File: src/rtl/regframe_pkg.sv
package regframe_pkg;
  localparam int unsigned OFF_CTRL = 'h00;
  localparam int unsigned OFF_GIE  = 'h04;
  localparam int unsigned OFF_IER  = 'h08;
  localparam int unsigned OFF_ISR  = 'h0c;
  localparam int unsigned OFF_SIZE = 'h10;
  localparam int unsigned BUF_BASE = 'h40;
  localparam int unsigned OFF_STAT = 'h80;
  localparam int unsigned OFF_SVLD = 'h84;

  typedef struct packed {
    logic [5:0]  max_words;
    logic [15:0] seq;
    logic [5:0]  count;
    logic        invalid;
    logic        too_long;
    logic        too_short;
    logic        running;
  } status_t;
endpackage

File: src/rtl/regframe_seq.sv
module regframe_seq
  import regframe_pkg::*;
#(
  parameter int unsigned DEPTH = 16,
  localparam int unsigned IDX_W = $clog2(DEPTH),
  localparam int unsigned LEN_W = $clog2(DEPTH + 1)
) (
  input  logic             clk_i,
  input  logic             rst_ni,
  input  logic             start_i,
  input  logic [31:0]      size_i,
  input  logic [31:0]      word_i,
  input  logic             tready_i,
  output logic             accept_o,
  output logic             finish_o,
  output logic             busy_o,
  output logic [IDX_W-1:0] rd_idx_o,
  output logic             tvalid_o,
  output logic             tlast_o,
  output logic [31:0]      tdata_o,
  output status_t          status_o
);
  logic             sending_q, inv_q;
  logic [IDX_W-1:0] idx_q;
  logic [LEN_W-1:0] len_q;
  logic [15:0]      seq_q;
  logic [5:0]       cnt_q;
  logic [31:0]      tdata_q;
  logic             size_big, size_ok, last_beat, hs;

  assign size_big  = size_i > 32'(DEPTH);
  assign size_ok   = (size_i != '0) && !size_big;
  assign accept_o  = start_i && !sending_q;
  assign last_beat = (LEN_W'(idx_q) + LEN_W'(1)) == len_q;
  assign hs        = sending_q && tready_i;
  assign finish_o  = (accept_o && !size_ok) || (hs && last_beat);
  // next word to preload into the output register
  assign rd_idx_o  = accept_o ? '0 : idx_q + IDX_W'(1);

  always_ff @(posedge clk_i or negedge rst_ni) begin
    if (!rst_ni) begin
      sending_q <= 1'b0;
      idx_q     <= '0;
      len_q     <= '0;
      tdata_q   <= '0;
      seq_q     <= '0;
      cnt_q     <= '0;
      inv_q     <= 1'b0;
    end else begin
      if (accept_o && size_ok) begin
        sending_q <= 1'b1;
        idx_q     <= '0;
        len_q     <= size_i[LEN_W-1:0];
        tdata_q   <= word_i;
      end else if (hs) begin
        if (last_beat) sending_q <= 1'b0;
        else begin
          idx_q   <= idx_q + IDX_W'(1);
          tdata_q <= word_i;
        end
      end
      if (finish_o) begin
        inv_q <= accept_o && size_big;
        cnt_q <= hs ? 6'(len_q) : '0;
        if (hs) seq_q <= seq_q + 16'd1;
      end
    end
  end

  assign busy_o   = sending_q;
  assign tvalid_o = sending_q;
  assign tlast_o  = sending_q && last_beat;
  assign tdata_o  = tdata_q;

  always_comb begin
    status_o           = '0;
    status_o.max_words = 6'(DEPTH);
    status_o.seq       = seq_q;
    status_o.count     = cnt_q;
    status_o.invalid   = inv_q;
    status_o.running   = sending_q;
  end
endmodule

File: src/rtl/regframe_csr.sv
module regframe_csr
  import regframe_pkg::*;
#(
  parameter int unsigned ADDR_W = 8,
  parameter int unsigned DEPTH  = 16,
  localparam int unsigned IDX_W = $clog2(DEPTH)
) (
  input  logic              clk_i,
  input  logic              rst_ni,
  input  logic [ADDR_W-1:0] awaddr_i,
  input  logic              awvalid_i,
  output logic              awready_o,
  input  logic [31:0]       wdata_i,
  input  logic              wvalid_i,
  output logic              wready_o,
  output logic              bvalid_o,
  input  logic              bready_i,
  input  logic [ADDR_W-1:0] araddr_i,
  input  logic              arvalid_i,
  output logic              arready_o,
  output logic [31:0]       rdata_o,
  output logic              rvalid_o,
  input  logic              rready_i,
  input  logic              accept_i,
  input  logic              finish_i,
  input  logic              busy_i,
  input  status_t           status_i,
  input  logic [IDX_W-1:0]  buf_idx_i,
  output logic [31:0]       buf_word_o,
  output logic [31:0]       size_o,
  output logic              start_o,
  output logic              done_o,
  output logic              gie_o,
  output logic              irq_o
);
  localparam logic [ADDR_W-1:0] BUF_LO = ADDR_W'(BUF_BASE);
  localparam logic [ADDR_W-1:0] BUF_HI = ADDR_W'(BUF_BASE + 4 * DEPTH);

  logic              wr_en, rd_en, bvalid_q, rvalid_q;
  logic [31:0]       rdata_q, rd_mux;
  logic              start_q, auto_q, done_q, gie_q, svld_q;
  logic [1:0]        ier_q, isr_q;
  logic [31:0]       size_q;
  logic [ADDR_W-1:0] woff, roff;
  logic              wbuf, rbuf;
  logic [31:0]       mem [DEPTH];

  assign wr_en     = awvalid_i && wvalid_i && !bvalid_q;
  assign awready_o = wr_en;
  assign wready_o  = wr_en;
  assign rd_en     = arvalid_i && !rvalid_q;
  assign arready_o = !rvalid_q;

  assign woff = awaddr_i - BUF_LO;
  assign roff = araddr_i - BUF_LO;
  assign wbuf = (awaddr_i >= BUF_LO) && (awaddr_i < BUF_HI);
  assign rbuf = (araddr_i >= BUF_LO) && (araddr_i < BUF_HI);

  for (genvar g = 0; g < DEPTH; g++) begin : gen_word
    logic [31:0] word_q;
    always_ff @(posedge clk_i or negedge rst_ni) begin
      if (!rst_ni) word_q <= '0;
      else if (wr_en && wbuf && IDX_W'(woff >> 2) == IDX_W'(g)) word_q <= wdata_i;
    end
    assign mem[g] = word_q;
  end

  function automatic logic hit(input logic [ADDR_W-1:0] a, input int unsigned off);
    return a == ADDR_W'(off);
  endfunction

  always_ff @(posedge clk_i or negedge rst_ni) begin
    if (!rst_ni) begin
      start_q <= 1'b0; auto_q <= 1'b0; done_q <= 1'b0; gie_q <= 1'b0;
      ier_q <= '0; isr_q <= '0; size_q <= '0; svld_q <= 1'b0;
      bvalid_q <= 1'b0; rvalid_q <= 1'b0; rdata_q <= '0;
    end else begin
      if (wr_en && hit(awaddr_i, OFF_CTRL)) begin
        start_q <= wdata_i[0];
        auto_q  <= wdata_i[7];
      end else if (accept_i && !auto_q) start_q <= 1'b0;
      if (wr_en && hit(awaddr_i, OFF_GIE))  gie_q  <= wdata_i[0];
      if (wr_en && hit(awaddr_i, OFF_IER))  ier_q  <= wdata_i[1:0];
      if (wr_en && hit(awaddr_i, OFF_SIZE)) size_q <= wdata_i;
      isr_q <= ((wr_en && hit(awaddr_i, OFF_ISR)) ? isr_q ^ wdata_i[1:0] : isr_q)
               | {accept_i, finish_i};
      if (finish_i) done_q <= 1'b1;
      else if (rd_en && hit(araddr_i, OFF_CTRL)) done_q <= 1'b0;
      if (finish_i) svld_q <= 1'b1;
      else if (rd_en && hit(araddr_i, OFF_SVLD)) svld_q <= 1'b0;
      if (wr_en) bvalid_q <= 1'b1;
      else if (bready_i) bvalid_q <= 1'b0;
      if (rd_en) begin
        rvalid_q <= 1'b1;
        rdata_q  <= rd_mux;
      end else if (rready_i) rvalid_q <= 1'b0;
    end
  end

  always_comb begin
    rd_mux = '0;
    if (hit(araddr_i, OFF_CTRL))
      rd_mux = {24'b0, auto_q, 3'b0, !busy_i, !busy_i, done_q, start_q};
    else if (hit(araddr_i, OFF_GIE))  rd_mux = {31'b0, gie_q};
    else if (hit(araddr_i, OFF_IER))  rd_mux = {30'b0, ier_q};
    else if (hit(araddr_i, OFF_ISR))  rd_mux = {30'b0, isr_q};
    else if (hit(araddr_i, OFF_SIZE)) rd_mux = size_q;
    else if (hit(araddr_i, OFF_STAT)) rd_mux = status_i;
    else if (hit(araddr_i, OFF_SVLD)) rd_mux = {31'b0, svld_q};
    else if (rbuf)                    rd_mux = mem[IDX_W'(roff >> 2)];
  end

  assign bvalid_o   = bvalid_q;
  assign rvalid_o   = rvalid_q;
  assign rdata_o    = rdata_q;
  assign buf_word_o = mem[buf_idx_i];
  assign size_o     = size_q;
  assign start_o    = start_q;
  assign done_o     = done_q;
  assign gie_o      = gie_q;
  assign irq_o      = gie_q && |(isr_q & ier_q);
endmodule

File: src/rtl/regframe_tx.sv
module regframe_tx
  import regframe_pkg::*;
#(
  parameter int unsigned ADDR_W = 8,
  parameter int unsigned DEPTH  = 16,
  localparam int unsigned IDX_W = $clog2(DEPTH)
) (
  input  logic              clk_i,
  input  logic              rst_ni,
  input  logic [ADDR_W-1:0] s_axil_awaddr_i,
  input  logic              s_axil_awvalid_i,
  output logic              s_axil_awready_o,
  input  logic [31:0]       s_axil_wdata_i,
  input  logic              s_axil_wvalid_i,
  output logic              s_axil_wready_o,
  output logic [1:0]        s_axil_bresp_o,
  output logic              s_axil_bvalid_o,
  input  logic              s_axil_bready_i,
  input  logic [ADDR_W-1:0] s_axil_araddr_i,
  input  logic              s_axil_arvalid_i,
  output logic              s_axil_arready_o,
  output logic [31:0]       s_axil_rdata_o,
  output logic [1:0]        s_axil_rresp_o,
  output logic              s_axil_rvalid_o,
  input  logic              s_axil_rready_i,
  output logic [31:0]       m_axis_tdata_o,
  output logic              m_axis_tvalid_o,
  input  logic              m_axis_tready_i,
  output logic              m_axis_tlast_o,
  output logic              irq_o
);
  logic             start_w, accept_w, finish_w, busy_w, done_w, gie_w;
  logic [31:0]      size_w, word_w;
  logic [IDX_W-1:0] rd_idx_w;
  status_t          status_w;

  assign s_axil_bresp_o = 2'b00;
  assign s_axil_rresp_o = 2'b00;

  regframe_csr #(.ADDR_W(ADDR_W), .DEPTH(DEPTH)) u_csr (
    .clk_i, .rst_ni,
    .awaddr_i(s_axil_awaddr_i), .awvalid_i(s_axil_awvalid_i), .awready_o(s_axil_awready_o),
    .wdata_i(s_axil_wdata_i), .wvalid_i(s_axil_wvalid_i), .wready_o(s_axil_wready_o),
    .bvalid_o(s_axil_bvalid_o), .bready_i(s_axil_bready_i),
    .araddr_i(s_axil_araddr_i), .arvalid_i(s_axil_arvalid_i), .arready_o(s_axil_arready_o),
    .rdata_o(s_axil_rdata_o), .rvalid_o(s_axil_rvalid_o), .rready_i(s_axil_rready_i),
    .accept_i(accept_w), .finish_i(finish_w), .busy_i(busy_w), .status_i(status_w),
    .buf_idx_i(rd_idx_w), .buf_word_o(word_w), .size_o(size_w), .start_o(start_w),
    .done_o(done_w), .gie_o(gie_w), .irq_o(irq_o)
  );

  regframe_seq #(.DEPTH(DEPTH)) u_seq (
    .clk_i, .rst_ni,
    .start_i(start_w), .size_i(size_w), .word_i(word_w), .tready_i(m_axis_tready_i),
    .accept_o(accept_w), .finish_o(finish_w), .busy_o(busy_w), .rd_idx_o(rd_idx_w),
    .tvalid_o(m_axis_tvalid_o), .tlast_o(m_axis_tlast_o), .tdata_o(m_axis_tdata_o),
    .status_o(status_w)
  );
endmodule

File: config.mk
export PLATFORM = sky130hd
export DESIGN_NAME = regframe_tx
export DESIGN_NICKNAME = d
export VERILOG_FILES = /design/src/rtl/regframe_pkg.sv /design/src/rtl/regframe_seq.sv /design/src/rtl/regframe_csr.sv /design/src/rtl/regframe_tx.sv
export SDC_FILE = /design/constraint.sdc
export NUM_CORES = 1
export LEC_CHECK = 0
export BUFFER_PORTS_ARGS = -buffer_cell sky130_fd_sc_hd__buf_2
export CORE_ASPECT_RATIO = 0.8
export CORE_MARGIN = 1.5
export CORE_UTILIZATION = 25
export CTS_BUF_LIST = sky130_fd_sc_hd__clkbuf_8
export CTS_CLUSTER_SIZE = 16
export DETAILED_ROUTE_END_ITERATION = 8
export PLACE_DENSITY = 0.45
export SYNTH_ARGS = -nofsm -noshare
export SYNTH_HDL_FRONTEND = slang
export SYNTH_HIERARCHICAL = 1
export SYNTH_SLANG_ARGS = --single-unit
export TNS_END_PERCENT = 1
File: constraint.sdc
create_clock -name clk_i -period 3.89 [get_ports clk_i]
set_input_delay 0.1945 -clock clk_i [delete_from_list [all_inputs] [get_ports clk_i]]
set_output_delay 0.1945 -clock clk_i [all_outputs]
set_load 0.03 [all_outputs]
==> run_results.csv <==
group,metric,value,unit
synthesis,synth_ff_type,"dfrtp_1",
worst_setup_path,crit_type,"reg -> out",
synthesis,synth_edf_count,0,
job,drv_cap,0,
grt,grtUsageTotal,16.6,%
cells_and_area,n_fill_cell,13200,
worst_setup_path,critPathSlowestCell,"dfrtp_1",
clock_tree,post_cts_resized,0,
floorplan,io_pins,132,
worst_setup_path,crit_path_max_incr_delay,480,ps
grt,grt_pass1_wl,163000,um
synthesis,synthesis.area,33200,um^2
routing,vias_per_cell,4.98,
routing,wl,111000,um
grt,grt_overflow_total,0,
worst_setup_path,arrival,3040,ps
routing,initialDrtViolationCount,1537,
synthesis,yosys.area.top_type_share,49.1,%
floorplan,dieHeight,329,um
sta,max_freq,309,MHz
hold_path,hold_class,"in -> async",
cells_and_area,multi_input_area,16000,um^2
sta,clock_skew,38.4,ps
cells_and_area,stdcell_count,4161,
place,place_hpwl,64300,um
worst_setup_path,cp_num_buf_inv,1,
synthesis,ys_top_cells_by_count,"dfrtp_1, mux2_2, mux4_2",
clock_tree,clock_path_buffers,3,
floorplan,die_w,410,um
worst_setup_path,critical_path.cell_chain,"ha_1, xor2_1, a211o_1, a211oi_2, and2_1, buf_2",
place,port_buffers,127,
floorplan,dieArea,135000,um^2
sta,slew_violations,0,
clock_tree,cts_setup_buffers,0,
sta,slew_headroom,34.9,%
cells_and_area,fin_nets,2377,
clock_tree,cts_tree,"yes",
sta,period_share,83.1,%
grt,grt_pass1_vias,22600,
worst_setup_path,end_kind,"output port",
place,gp_congestion,0.780,
clock_tree,clk_latency,800,ps
routing,route.detailed.drc,0,
cells_and_area,synthToLayoutAreaGrowth,17.5,%
place,placed_cells,3902,
clock_tree,cts_made_buffers,113,
routing,vias,20700,
synthesis,ys_types,56,
worst_setup_path,start_kind,"flip-flop",
synthesis,synthTopCellsByArea,"dfrtp_1, mux4_2, mux2_2, a22oi_1, clkbuf_1",
synthesis,synth.ff_latch_count,651,
synthesis,yosys_warnings,6,
power_and_ir_drop,ir_drop,0.000475,V
sta,rsz0062_at_grt,"no",
worst_setup_path,worst-path-max-fanout,5,
synthesis,synth_cells,2147,
run_status,status,"finished, final reports clean",
power_and_ir_drop,power_density,537,nW/um^2
grt,antenna_found_initial,8,
power_and_ir_drop,total_power,20.9,mW
cells_and_area,drive_gt1_share,52.9,%
routing,drt-pass1-iter-count,6,
sta,tns,0,ps
power_and_ir_drop,leakage,17.4,nW
floorplan,rows,119,
sta,period_minus_slack,3230,ps
synthesis,synthArstFlopShare,100,%
worst_setup_path,crit_required,3700,ps
clock_tree,clockRootBuffer,"clkbuf_8",
synthesis,synth.avg_cell_area,15.5,um^2
synthesis,ys_seq_area_share,49.1,%
sta,tightest_slew,977,ps
clock_tree,cts.sinks,651,
sta,hold_viol_final,0,
synthesis,yosysMostFrequentCell,"dfrtp_1",
sta,fin_hold_ws,31.2,ps
worst_setup_path,crit_family,"compound AO/OA/AOI/OAI gates",
floorplan,core,132000,um^2
cells_and_area,ff_latch_area,16300,um^2
clock_tree,clk_pin_slew,60,ps
clock_tree,h-tree-depth,3,
synthesis,synth_area_leader_cell,"dfrtp_1",
routing,wl_per_cell,26.7,um
floorplan,start_util,25.2,%
routing,ant_nets,0,
grt,grt_max_degree,96,
sta,setup_viol,0,
state kept, by name, summed over array words and instances (netlist names):
name	cells
u_csr/isr_q	2
u_seq/tdata_o	32
u_csr/done_o	1
u_seq/cnt_q	5
u_csr/svld_q	1
u_csr/start_o	1
u_csr/gie_o	1
u_seq/idx_q	4
u_csr/bvalid_o	1
u_seq/len_q	5
u_csr/rdata_o	32
u_csr/ier_q	2
u_seq/inv_q	1
u_seq/busy_o	1
u_csr/size_o	32
u_csr/rvalid_o	1
u_seq/seq_q	16
u_csr/gen_word.word_q	512
u_csr/auto_q	1
where the power goes:
group,switching [mW],internal (mW),total [mW]
Combinational,3.59,2.85,6.44
Clock,2.97,3.46,6.43
Sequential,0.602,7.45,8.05
layout make-up:
| cell class | instances | area share, % |
|---|---|---|
| Sequential cell | 651 | 41.8 |
| Multi-Input combinational cell | 1283 | 41.0 |
| Tap cell | 1754 | 5.63 |
| Timing Repair Buffer | 257 | 5.55 |
| Clock buffer | 146 | 5.15 |
| Clock inverter | 56 | 0.738 |
| Inverter | 13 | 0.125 |
| Antenna cell | 1 | 0.00642 |
cell usage in the layout, fill, tap and decap left out, drive strengths merged, types with 3 or more instances in the layout:
cell type and instances:
nor3b 5, o22a 28, nand2 28, a22o 9, clkbuf 146, nor3 12
nand2b 7, or3 3, o21ai 41, dlygate4sd3 56, a21o 3, conb 13
xnor2 13, dfrtp 651, nand4 7, clkinv 11, mux4 288, nor2b 11
a21oi 39, nor2 32, and2 5, buf 201, xor2 13, mux2i 4
mux2 587, a22oi 87, o31ai 3, inv 55, nor4 9, nand3 17
per-stage QoR:
step                      util, %  setup WS [ps]  instance area [um^2]
after floorplan                 -           1130                 33200
final                        29.6            659                 39000
after CTS                    29.6            558                 39000
after global placement       27.4            876                 36100
after global routing         29.6            484                 39000
after detailed placement     27.4            866                 36100
routing by layer:
layer / GRT usage [%] / up-vias / share of wire [%]
met4: 5.16 / 4 / 2.9
met2: 27.1 / 615 / 48
met1: 22.0 / 11300 / 44
met5: 0 / - / 0.021
met3: 3.41 / 182 / 5.5
li1: - / 8644 / -
worst reg2reg max path: cells and delay by family, from the launching register on:
kind / cells / cell delay (ps)
adders and majority gates: 1 / 390
buffers and inverters: 1 / 410
DFF: 1 / 480
muxes: 3 / 1130
and+or+nand+nor: 1 / 540
cells by family (layout without fill, tap and decap cells):
kind of cell    Yosys count  count (layout)  share of synthesized area [%]
fa+ha+maj                 2               2                         0.0754
compound gates          219             219                           4.64
flops                   651             651                           49.1
xor+xnor                 26              26                          0.686
other cells               3              14                         0.0339
mux                     879             879                           39.6
buf+inv                 223             472                           3.38
simple gates            144             144                           2.54
final timing paths:
path / from / cells after the start / end / slack (ps)
min in group clk_i: s_axil_araddr_i[2] / 3 / u_csr/svld_q$_DFFE_PN0P_ / 80
worst max-delay path: u_seq/idx_q[0]$_DFFE_PN0P_ / 6 / m_axis_tlast_o / 660
worst min register to register: u_seq/seq_q[15]$_DFFE_PN0P_ / 1 / u_seq/seq_q[15]$_DFFE_PN0P_ / 480
max in group asynchronous: rst_ni / 3 / u_csr/gen_word[15].word_q[15]$_DFFE_PN0P_ / 2750
worst max register to register: u_seq/idx_q[0]$_DFFE_PN0P_ / 6 / u_seq/tdata_o[5]$_DFFE_PN0P_ / 800
worst min-delay path: rst_ni / 2 / u_csr/bvalid_o$_DFFE_PN0P_ / 30
what timing repair did:
action / in CTS / in global routing
hold buffers: 56 / 0
hold endpoints to repair: 716 / 0
setup endpoints to repair: 0 / 0
Power figures use the tool's default switching activity.
